<file path="src/rtl/lsu_align_pkg.sv">
package lsu_align_pkg;

  localparam int OPC_W = 6;

  localparam logic [OPC_W-1:0] OPC_LD_BYTE_S = 6'h20;
  localparam logic [OPC_W-1:0] OPC_LD_HALF_S = 6'h21;
  localparam logic [OPC_W-1:0] OPC_LD_WORD   = 6'h23;
  localparam logic [OPC_W-1:0] OPC_LD_BYTE_U = 6'h24;
  localparam logic [OPC_W-1:0] OPC_LD_HALF_U = 6'h25;
  localparam logic [OPC_W-1:0] OPC_ST_BYTE   = 6'h28;
  localparam logic [OPC_W-1:0] OPC_ST_HALF   = 6'h29;
  localparam logic [OPC_W-1:0] OPC_ST_WORD   = 6'h2b;
  localparam logic [OPC_W-1:0] OPC_UPPER_IMM = 6'h0f;

  typedef enum logic [1:0] {
    ACC_BYTE = 2'd0,
    ACC_HALF = 2'd1,
    ACC_WORD = 2'd2
  } acc_size_e;

  typedef struct packed {
    logic      is_load;
    logic      is_store;
    logic      is_upper;
    logic      sign_ext;
    acc_size_e size;
  } op_info_t;

endpackage

</file>
<file path="src/rtl/lsu_op_decode.sv">
module lsu_op_decode
  import lsu_align_pkg::*;
(
  input  logic             valid_i,
  input  logic [OPC_W-1:0] op_i,
  output op_info_t         info_o
);

  always_comb begin
    info_o = '0;
    if (valid_i) begin
      case (op_i)
        OPC_LD_BYTE_S: begin info_o.is_load  = 1'b1; info_o.sign_ext = 1'b1; info_o.size = ACC_BYTE; end
        OPC_LD_BYTE_U: begin info_o.is_load  = 1'b1; info_o.size = ACC_BYTE; end
        OPC_LD_HALF_S: begin info_o.is_load  = 1'b1; info_o.sign_ext = 1'b1; info_o.size = ACC_HALF; end
        OPC_LD_HALF_U: begin info_o.is_load  = 1'b1; info_o.size = ACC_HALF; end
        OPC_LD_WORD:   begin info_o.is_load  = 1'b1; info_o.size = ACC_WORD; end
        OPC_ST_BYTE:   begin info_o.is_store = 1'b1; info_o.size = ACC_BYTE; end
        OPC_ST_HALF:   begin info_o.is_store = 1'b1; info_o.size = ACC_HALF; end
        OPC_ST_WORD:   begin info_o.is_store = 1'b1; info_o.size = ACC_WORD; end
        OPC_UPPER_IMM: begin info_o.is_upper = 1'b1; end
        default:       info_o = '0;
      endcase
    end
  end

endmodule

</file>
<file path="src/rtl/lsu_align_check.sv">
module lsu_align_check
  import lsu_align_pkg::*;
#(
  parameter int OFF_W = 2
) (
  input  acc_size_e        size_i,
  input  logic [OFF_W-1:0] low_i,
  output logic             misaligned_o
);

  always_comb begin
    case (size_i)
      ACC_HALF: misaligned_o = low_i[0];
      ACC_WORD: misaligned_o = |low_i;
      default:  misaligned_o = 1'b0;
    endcase
  end

endmodule

</file>
<file path="src/rtl/lsu_store_lanes.sv">
module lsu_store_lanes
  import lsu_align_pkg::*;
#(
  parameter  int DATA_W = 32,
  localparam int NB     = DATA_W / 8,
  localparam int OFF_W  = $clog2(NB)
) (
  input  acc_size_e         size_i,
  input  logic [OFF_W-1:0]  lane_i,
  input  logic [DATA_W-1:0] sdata_i,
  output logic [NB-1:0]     be_o,
  output logic [DATA_W-1:0] wdata_o
);

  // Lane g holds the byte at address offset g; it sits in the upper bits.
  for (genvar g = 0; g < NB; g++) begin : g_lane
    localparam int HI = DATA_W - 1 - 8 * g;
    logic       lane_en;
    logic [7:0] lane_byte;

    always_comb begin
      case (size_i)
        ACC_BYTE: begin
          lane_en   = (lane_i == OFF_W'(g));
          lane_byte = sdata_i[7:0];
        end
        ACC_HALF: begin
          lane_en   = (lane_i[OFF_W-1:1] == (OFF_W-1)'(g / 2));
          lane_byte = ((g % 2) == 0) ? sdata_i[15:8] : sdata_i[7:0];
        end
        default: begin
          lane_en   = 1'b1;
          lane_byte = sdata_i[HI -: 8];
        end
      endcase
    end

    assign be_o[NB-1-g]     = lane_en;
    assign wdata_o[HI -: 8] = lane_byte;
  end

endmodule

</file>
<file path="src/rtl/lsu_load_extract.sv">
module lsu_load_extract
  import lsu_align_pkg::*;
#(
  parameter  int DATA_W = 32,
  localparam int NB     = DATA_W / 8,
  localparam int OFF_W  = $clog2(NB)
) (
  input  acc_size_e         size_i,
  input  logic              sign_i,
  input  logic [OFF_W-1:0]  lane_i,
  input  logic [DATA_W-1:0] rdata_i,
  output logic [DATA_W-1:0] value_o
);

  logic [7:0]  pick_b;
  logic [15:0] pick_h;

  always_comb begin
    pick_b = rdata_i[(DATA_W - 1 - 8 * int'(lane_i)) -: 8];
    pick_h = rdata_i[(DATA_W - 1 - 8 * int'(lane_i)) -: 16];
    case (size_i)
      ACC_BYTE: value_o = {{(DATA_W-8){sign_i & pick_b[7]}}, pick_b};
      ACC_HALF: value_o = {{(DATA_W-16){sign_i & pick_h[15]}}, pick_h};
      default:  value_o = rdata_i;
    endcase
  end

endmodule

</file>
<file path="src/rtl/lsu_align_be.sv">
module lsu_align_be
  import lsu_align_pkg::*;
#(
  parameter int ADDR_W = 32,
  parameter int DATA_W = 32,
  parameter int IMM_W  = 16
) (
  input  logic                clk,
  input  logic                rst_n,
  input  logic                in_valid,
  input  logic [5:0]          in_op,
  input  logic [ADDR_W-1:0]   in_base,
  input  logic [IMM_W-1:0]    in_offset,
  input  logic [DATA_W-1:0]   in_sdata,
  output logic                mem_req,
  output logic                mem_we,
  output logic [ADDR_W-1:0]   mem_addr,
  output logic [DATA_W/8-1:0] mem_be,
  output logic [DATA_W-1:0]   mem_wdata,
  input  logic [DATA_W-1:0]   mem_rdata,
  output logic                addr_err,
  output logic                wb_valid,
  output logic [DATA_W-1:0]   wb_data
);

  localparam int NB    = DATA_W / 8;
  localparam int OFF_W = $clog2(NB);

  // ---------------- reset release synchronizer ----------------
  logic [1:0] rst_pipe;
  logic       rst_core_n;

  always_ff @(posedge clk or negedge rst_n) begin
    if (!rst_n) rst_pipe <= '0;
    else        rst_pipe <= {rst_pipe[0], 1'b1};
  end
  assign rst_core_n = rst_pipe[1];

  // ---------------- request-side combinational path ----------------
  op_info_t          info;
  logic [ADDR_W-1:0] eff_addr;
  logic [OFF_W-1:0]  lane;
  logic              misal;
  logic [NB-1:0]     be_raw;
  logic [DATA_W-1:0] wd_raw;

  assign eff_addr = in_base + {{(ADDR_W-IMM_W){in_offset[IMM_W-1]}}, in_offset};
  assign lane     = eff_addr[OFF_W-1:0];

  lsu_op_decode u_dec (
    .valid_i (in_valid),
    .op_i    (in_op),
    .info_o  (info)
  );

  lsu_align_check #(.OFF_W(OFF_W)) u_align (
    .size_i       (info.size),
    .low_i        (lane),
    .misaligned_o (misal)
  );

  lsu_store_lanes #(.DATA_W(DATA_W)) u_lanes (
    .size_i  (info.size),
    .lane_i  (lane),
    .sdata_i (in_sdata),
    .be_o    (be_raw),
    .wdata_o (wd_raw)
  );

  logic              nx_req, nx_we, nx_err, nx_ld, nx_upper;
  logic [ADDR_W-1:0] nx_addr;
  logic [NB-1:0]     nx_be;
  logic [DATA_W-1:0] nx_wdata, nx_upper_val;

  always_comb begin
    nx_req       = (info.is_load | info.is_store) & ~misal;
    nx_we        = info.is_store & ~misal;
    nx_err       = (info.is_load | info.is_store) & misal;
    nx_ld        = info.is_load & ~misal;
    nx_upper     = info.is_upper;
    nx_addr      = nx_req ? {eff_addr[ADDR_W-1:OFF_W], {OFF_W{1'b0}}} : '0;
    nx_be        = nx_req ? be_raw : '0;
    nx_wdata     = nx_we  ? wd_raw : '0;
    nx_upper_val = info.is_upper ? {in_offset, {(DATA_W-IMM_W){1'b0}}} : '0;
  end

  // ---------------- stage 1: memory request ----------------
  logic              s1_req, s1_we, s1_err, s1_ld, s1_upper, s1_sign;
  logic [ADDR_W-1:0] s1_addr;
  logic [NB-1:0]     s1_be;
  logic [DATA_W-1:0] s1_wdata, s1_upper_val;
  acc_size_e         s1_size;
  logic [OFF_W-1:0]  s1_lane;
  logic              s1_en;

  assign s1_en = in_valid | s1_req | s1_err | s1_upper;

  always_ff @(posedge clk or negedge rst_core_n) begin
    if (!rst_core_n) begin
      s1_req       <= 1'b0;
      s1_we        <= 1'b0;
      s1_err       <= 1'b0;
      s1_ld        <= 1'b0;
      s1_upper     <= 1'b0;
      s1_sign      <= 1'b0;
      s1_addr      <= '0;
      s1_be        <= '0;
      s1_wdata     <= '0;
      s1_upper_val <= '0;
      s1_size      <= ACC_BYTE;
      s1_lane      <= '0;
    end else if (s1_en) begin
      s1_req       <= nx_req;
      s1_we        <= nx_we;
      s1_err       <= nx_err;
      s1_ld        <= nx_ld;
      s1_upper     <= nx_upper;
      s1_sign      <= info.sign_ext;
      s1_addr      <= nx_addr;
      s1_be        <= nx_be;
      s1_wdata     <= nx_wdata;
      s1_upper_val <= nx_upper_val;
      s1_size      <= info.size;
      s1_lane      <= lane;
    end
  end

  // ---------------- stage 2: write-back ----------------
  logic              s2_ld, s2_upper, s2_sign;
  logic [DATA_W-1:0] s2_upper_val;
  acc_size_e         s2_size;
  logic [OFF_W-1:0]  s2_lane;
  logic              s2_en;

  assign s2_en = s1_ld | s1_upper | s2_ld | s2_upper;

  always_ff @(posedge clk or negedge rst_core_n) begin
    if (!rst_core_n) begin
      s2_ld        <= 1'b0;
      s2_upper     <= 1'b0;
      s2_sign      <= 1'b0;
      s2_upper_val <= '0;
      s2_size      <= ACC_BYTE;
      s2_lane      <= '0;
    end else if (s2_en) begin
      s2_ld        <= s1_ld;
      s2_upper     <= s1_upper;
      s2_sign      <= s1_sign;
      s2_upper_val <= s1_upper_val;
      s2_size      <= s1_size;
      s2_lane      <= s1_lane;
    end
  end

  logic [DATA_W-1:0] ld_value;

  lsu_load_extract #(.DATA_W(DATA_W)) u_extract (
    .size_i  (s2_size),
    .sign_i  (s2_sign),
    .lane_i  (s2_lane),
    .rdata_i (mem_rdata),
    .value_o (ld_value)
  );

  assign mem_req   = s1_req;
  assign mem_we    = s1_we;
  assign mem_addr  = s1_addr;
  assign mem_be    = s1_be;
  assign mem_wdata = s1_wdata;
  assign addr_err  = s1_err;
  assign wb_valid  = s2_ld | s2_upper;
  assign wb_data   = s2_upper ? s2_upper_val : (s2_ld ? ld_value : '0);

endmodule

</file>
<file path="config.mk">
export PLATFORM = sky130hd
export DESIGN_NAME = lsu_align_be
export DESIGN_NICKNAME = d
export VERILOG_FILES = /design/src/rtl/lsu_align_pkg.sv /design/src/rtl/lsu_op_decode.sv /design/src/rtl/lsu_align_check.sv /design/src/rtl/lsu_store_lanes.sv /design/src/rtl/lsu_load_extract.sv /design/src/rtl/lsu_align_be.sv
export SDC_FILE = /design/constraint.sdc
export NUM_CORES = 1
export LEC_CHECK = 0
export ABC_AREA = 1
export BUFFER_PORTS_ARGS = -buffer_cell sky130_fd_sc_hd__buf_2
export CAP_MARGIN = 20
export CORE_ASPECT_RATIO = 0.75
export CORE_MARGIN = 2
export CORE_UTILIZATION = 45
export DETAILED_ROUTE_END_ITERATION = 8
export GPL_TIMING_DRIVEN = 0
export PLACE_DENSITY = 0.79
export SETUP_SLACK_MARGIN = 0.15
export SLEW_MARGIN = 20
export SYNTH_ARGS = -nofsm -noshare
export SYNTH_HDL_FRONTEND = slang
export SYNTH_HIERARCHICAL = 1
export SYNTH_SLANG_ARGS = --single-unit
export TNS_END_PERCENT = 20
</file>
<file path="constraint.sdc">
create_clock -name clk -period 3.86 [get_ports clk]
set_input_delay 0.579 -clock clk [delete_from_list [all_inputs] [get_ports clk]]
set_output_delay 0.579 -clock clk [all_outputs]
set_load 0.01 [all_outputs]
</file>
Word level (Yosys, flattened, before mapping)
Index checks and enable logic that the tools add are counted.

storage, ports and cells
  bits in registers = 151
  bits of input ports = 121
  output and inout bits = 104
  word-level logic and storage cells = 85

cells by class
  add/sub/neg operators = 2
  equal/unequal tests = 15
  shift operators = 2
  muxes and demuxes = 21
  bitwise gates (word level) = 16
  reduce and logical (&&, ||, !) cells = 10

operators by type and width
  cell                   count
  $mux W32               5
  $pmux W32 S2           1
  $eq A6 B6 Y1 const B   8
  $shiftx A47 B6 Y16     1
  $shiftx A39 B6 Y8      1
  $add A32 B32 Y32       1
  $mux W8                2
  $pmux W8 S2            1
  $pmux W1 S2            5
  $or A1 B1 Y1           8
  $reduce_or A2 Y1       4
  $and A1 B1 Y1          6
  $eq A2 B1 Y1 const B   3
  $eq A2 B2 Y1 const B   3
  $eq A6 B4 Y1 const B   1
  $logic_not A2 Y1       3
  $mux W6                1
  $reduce_or A3 Y1       2
  $sub A5 B5 Y6 const A  1
  $reduce_or A5 Y1       1
  $mux W1                4
  $mux W4                1
  $pmux W2 S2            1
  $not A1 Y1             2

Depth between registers and ports, before layout
  word-level depth = 9
  gate-level depth with buffers = 14
  depth with buffers taken out = 13

Modules after synthesis
The synthesis kept the hierarchy.

modules (own cells, without submodules)
  module            instances  cells an instance  area each (um^2)  seq. area each (um^2)
  lsu_align_be      1          936                7036.7            2927.8
  lsu_load_extract  1          183                825.8             0.0
  lsu_store_lanes   1          102                589.3             0.0
  lsu_op_decode     1          31                 142.6             0.0
  lsu_align_check   1          7                  48.8              0.0

Least setup slack after synthesis
OpenSTA, ideal clock, no wires.

  path kind = input to register
  start = input port in_op[5]
  end = register s1_be[0], in the netlist mem_be[0]
  arrival time = 2.453 ns
  required time = 3.739 ns
  slack = 1.286 ns
  stages = 13
  cell sequence = inv_1 > nor2_4 > nand2_1 > nor2_1 > inv_1 > ha_1 > o21bai_1 > nor2_1 > nor2_1 > nand2_1 > inv_2 > buf_2 > a22o_1

RTL lines
  what                  RTL line             RTL
  start, declared       lsu_align_be.sv:11   input logic [5:0] in_op,
  end signal, assigned  lsu_align_be.sv:120  s1_be <= nx_be;
  end, declared         lsu_align_be.sv:90   logic [NB-1:0] s1_be;

Final worst setup path
  start = register s2_lane[0]
  end = output port wb_data[0]

on the way
  word-level cells in the longest chain between the ends = 5
  elaborated cells on any way between the ends = 6

ends and longest elaborated chain
  what                                                            RTL line                                        RTL
  start, declared                                                 lsu_align_be.sv:132                             logic [OFF_W-1:0] s2_lane;
  start signal, assigned                                          lsu_align_be.sv:151                             s2_lane <= s1_lane;
  $sub A5 B5 Y6 (*)                                               lsu_load_extract.sv:19, lsu_load_extract.sv:20
  $shiftx A47 B6 Y16 / $shiftx A39 B6 Y8 (equally long branches)  lsu_load_extract.sv:20, lsu_load_extract.sv:19
  $pmux W32 S2 (*)                                                lsu_load_extract.sv:21                          case (size_i)
  via ld_value[0]                                                 lsu_align_be.sv:155                             logic [DATA_W-1:0] ld_value;
  $mux W32 (*) (2 in a row)                                       lsu_align_be.sv:172                             assign wb_data = s2_upper ? s2_upper_val : (s2_ld ? ld_value : '0);
  end, declared                                                   lsu_align_be.sv:23                              output logic [DATA_W-1:0] wb_data

The timed path passes the listed nets; every way through them passes the cells marked *.

==> impl_metrics.py <==
metrics = {
    "placed_design": {
        "dp_hpwl_um": 22800,
        "globalplace.congestion": 0.955,
        "pre_cts_ws_ns": 0.648,
        "io_buffers": 222,
    },
    "critical_path": {
        "path_max_fanout": 8,
        "crit_chain": "inv_2 -> nand2_1 -> o21ai_1 -> nand2_1 -> o211ai_1 -> nand2_1 -> nor2_1 -> buf_2",
        "slowest_delay_ns": 0.61,
        "worst_ep_arrival_time_ns": 2.31,
        "worst_path_most_repeated_cell": "nand2_1",
        "cpMaxStageDelayCell": "o21ai_1",
        "cp-start-kind": "flop",
        "crit_type": "reg -> out",
        "ff2ff_setup_slack_ns": 2.16,
        "end_kind": "output port",
        "required_ns": 3.28,
    },
    "clock_tree": {
        "clock_sinks": 117,
        "cts_tree": "built",
        "cts.path.max_buffers": 2,
        "cts-root-buf": "clkbuf_16",
        "clock_latency_ns": 0.42,
        "clk_pin_slew_ns": 0.06,
        "cts_buffers": 17,
        "htreeDepth": 4,
    },
    "routing": {
        "drt_wl_total_um": 28600,
        "first_pass_iters": 7,
        "post_drt_wl_per_cell_um": 16.2,
        "ant_nets": 0,
        "vias_per_cell": 5.33,
        "drc": 0,
        "drtIter0Drc": 873,
        "vias": 9411,
    },
    "die": {
        "die-area_um2": 20300,
        "rows": 43,
        "core_area_um2": 18700,
        "ioPinCount": 225,
        "start_util_pct": 46.3,
        "die_w_um": 164,
        "die_h_um": 124,
    },
    "logic_synthesis": {
        "yosysMostFrequentCell": "nand2_1",
        "avgSynthCellArea_um2": 6.87,
        "synth_edf_count": 0,
        "synth.top_cells.by_count": "480 x nand2_1, 143 x inv_1, 117 x dfrtp_1, 83 x nand3_1, 62 x nor2_1",
        "ys.flop_type": "dfrtp_1",
        "yosysSeqAreaShare_pct": 33.9,
        "ys_warn_count": 6,
        "yosysUniqueCellTypes": 40,
        "synth_cells": 1259,
        "yosys.area.top_type_share_pct": 33.9,
        "synth_seq_cells": 117,
        "yosys.area.top_type": "dfrtp_1",
        "synth_area_um2": 8640,
        "synth.area.top_cells": "dfrtp_1 34%, nand2_1 21%, inv_1 6.2%, nand3_1 4.8%, ha_1 4.8%",
        "synthArstFlopShare_pct": 100,
    },
    "power": {
        "power_switching_share_pct": 31.8,
        "clock_power_share_pct": 41.5,
        "ir_drop_uv": 276,
        "p_per_area_nw_per_um2": 377,
        "p_int_mw": 2.76,
        "p_seq_share_pct": 32.0,
        "netSwitchingPower_mw": 1.29,
        "p_leak_nw": 6.28,
        "p_comb_share_pct": 26.4,
    },
    "status": {
        "outcome": "finished clean",
    },
    "global_routing": {
        "grt_remaining_overflow": 0,
        "grt_max_degree": 51,
        "antenna_found_initial": 4,
        "grt_pass1_wl_um": 44400,
        "first_global_vias": 8689,
        "grt_usage_pct": 28.4,
    },
    "sta": {
        "min_period_ns": 2.89,
        "fin_ws_ns": 0.973,
        "rsz0062_at_grt": "false",
        "fmax_ghz": 0.346,
        "worstMarginPinSlew_ns": 0.770,
        "finClkSkew_ns": 0.0161,
        "slew_headroom_pct": 48.3,
        "finalHoldViolations": 0,
        "period_share_pct": 74.8,
        "drv_slew": 0,
        "tns_ns": 0,
        "setup_viol": 0,
    },
    "hold_path": {
        "min_path_type": "reg -> async",
    },
    "final_layout": {
        "final_net_count": 1659,
        "layout-drive-gt1-share_pct": 25.6,
        "final_util_pct": 57.6,
        "area_growth_pct": 24.5,
    },
    "flow_run": {
        "maxCapViolations": 0,
    },
}
-- through the flow --
step | total power [mW] | area (um2) | hold slack [ns] | std cells
2_1_floorplan | 2.03 | 8650 | 0.283 | 1260
3_3_place_gp | 2.34 | 10100 | 0.338 | 1729
3_5_place_dp | 2.36 | 10100 | 0.265 | 1731
4_1_cts | 4.07 | 10800 | 0.271 | 1762
5_1_grt | 4.27 | 10800 | 0.293 | 1766
6_report | 4.05 | 10800 | 0.249 | 1766
-- metal layers --
metal  track usage (%)  routed length [um]  vias up
met3              9.56                3370       43
li1                  -                   -     4523
met4              9.05                 585        0
met2              43.1               12100      478
met1              38.4               12500     4367
met5                 0                   0        -
-- path summary, 6_finish.rpt --
path | from | endpoint | cells after the start
max | s2_lane[0] | wb_data[0] | 8
min | rst_pipe[1] | mem_addr[18] | 0
max reg2reg | s1_upper | mem_addr[10] | 7
min reg2reg | rst_pipe[1] | mem_addr[18] | 0
max in group asynchronous | rst_pipe[1] | s2_upper_val[23] | 2
min in group clk | rst_pipe[0] | rst_pipe[1] | 0
-- critical path: cells and delay by family (launching register included) --
| family | cells | cell delay [ns] |
|---|---|---|
| AOI/OAI and AO/OA | 2 | 0.74 |
| DFF | 1 | 0.47 |
| and+or+nand+nor | 4 | 0.40 |
| buffers and inverters | 2 | 0.29 |
-- kinds of logic after synthesis --
group | share of synthesized area, %
AO/OA/AOI/OAI | 13.4
XOR/XNOR | 0.203
adder cells (fa/ha/maj) | 5.01
buffers and inverters | 11.3
flip-flops | 33.9
multiplexers | 0.651
other | 0.0869
AND/OR/NAND/NOR | 35.5
-- placed cells by master, fill, tap and decap left out, types with 21 or more instances in the layout --
cell type | Yosys | routed
dfrtp_1 | 117 | 116
nor2_1 | 62 | 62
nand2_1 | 480 | 480
a32o_1 | 35 | 35
inv_1 | 143 | 143
a21oi_1 | 30 | 30
nand3_2 | 23 | 23
a22o_1 | 21 | 21
o21ai_0 | 50 | 50
buf_2 | 22 | 244
ha_1 | 33 | 33
nand3_1 | 83 | 83
-- layout make-up --
type	instances	area (um2)
Timing Repair Buffer	225	1170
Inverter	158	593
Clock inverter	9	153
Multi-Input combinational cell	921	4740
Clock buffer	21	470
Fill cell	1758	7910
Tap cell	247	309
Antenna cell	4	10.0
Buffer	64	382
Sequential cell	117	2930
-- power groups by stage --
stage / combinational [mW] / clock (mW) / sequential [mW]
after floorplan: 0.700 / 0 / 1.33
after global placement: 1.01 / 0 / 1.33
after detailed placement: 1.05 / 0 / 1.32
after CTS: 1.05 / 1.71 / 1.30
after global routing: 1.19 / 1.77 / 1.31
final: 1.07 / 1.68 / 1.30
-- sequential cells by signal, summed over array words and instances, names as in the netlist, 2 cells and up --
signal        count
s1_upper_val     16
mem_wdata        32
rst_pipe          2
s1_size           2
s1_lane           2
mem_be            4
s2_lane           2
s2_upper_val     16
mem_addr         30
s2_size           2
-- repair_timing --
item | CTS | global route
buffers inserted | 0 | 0
hold buffers | 1 | 0
gates resized for setup | 0 | 0
endpoints found under the hold margin | 2 | 0
Power figures use the tool's default switching activity.
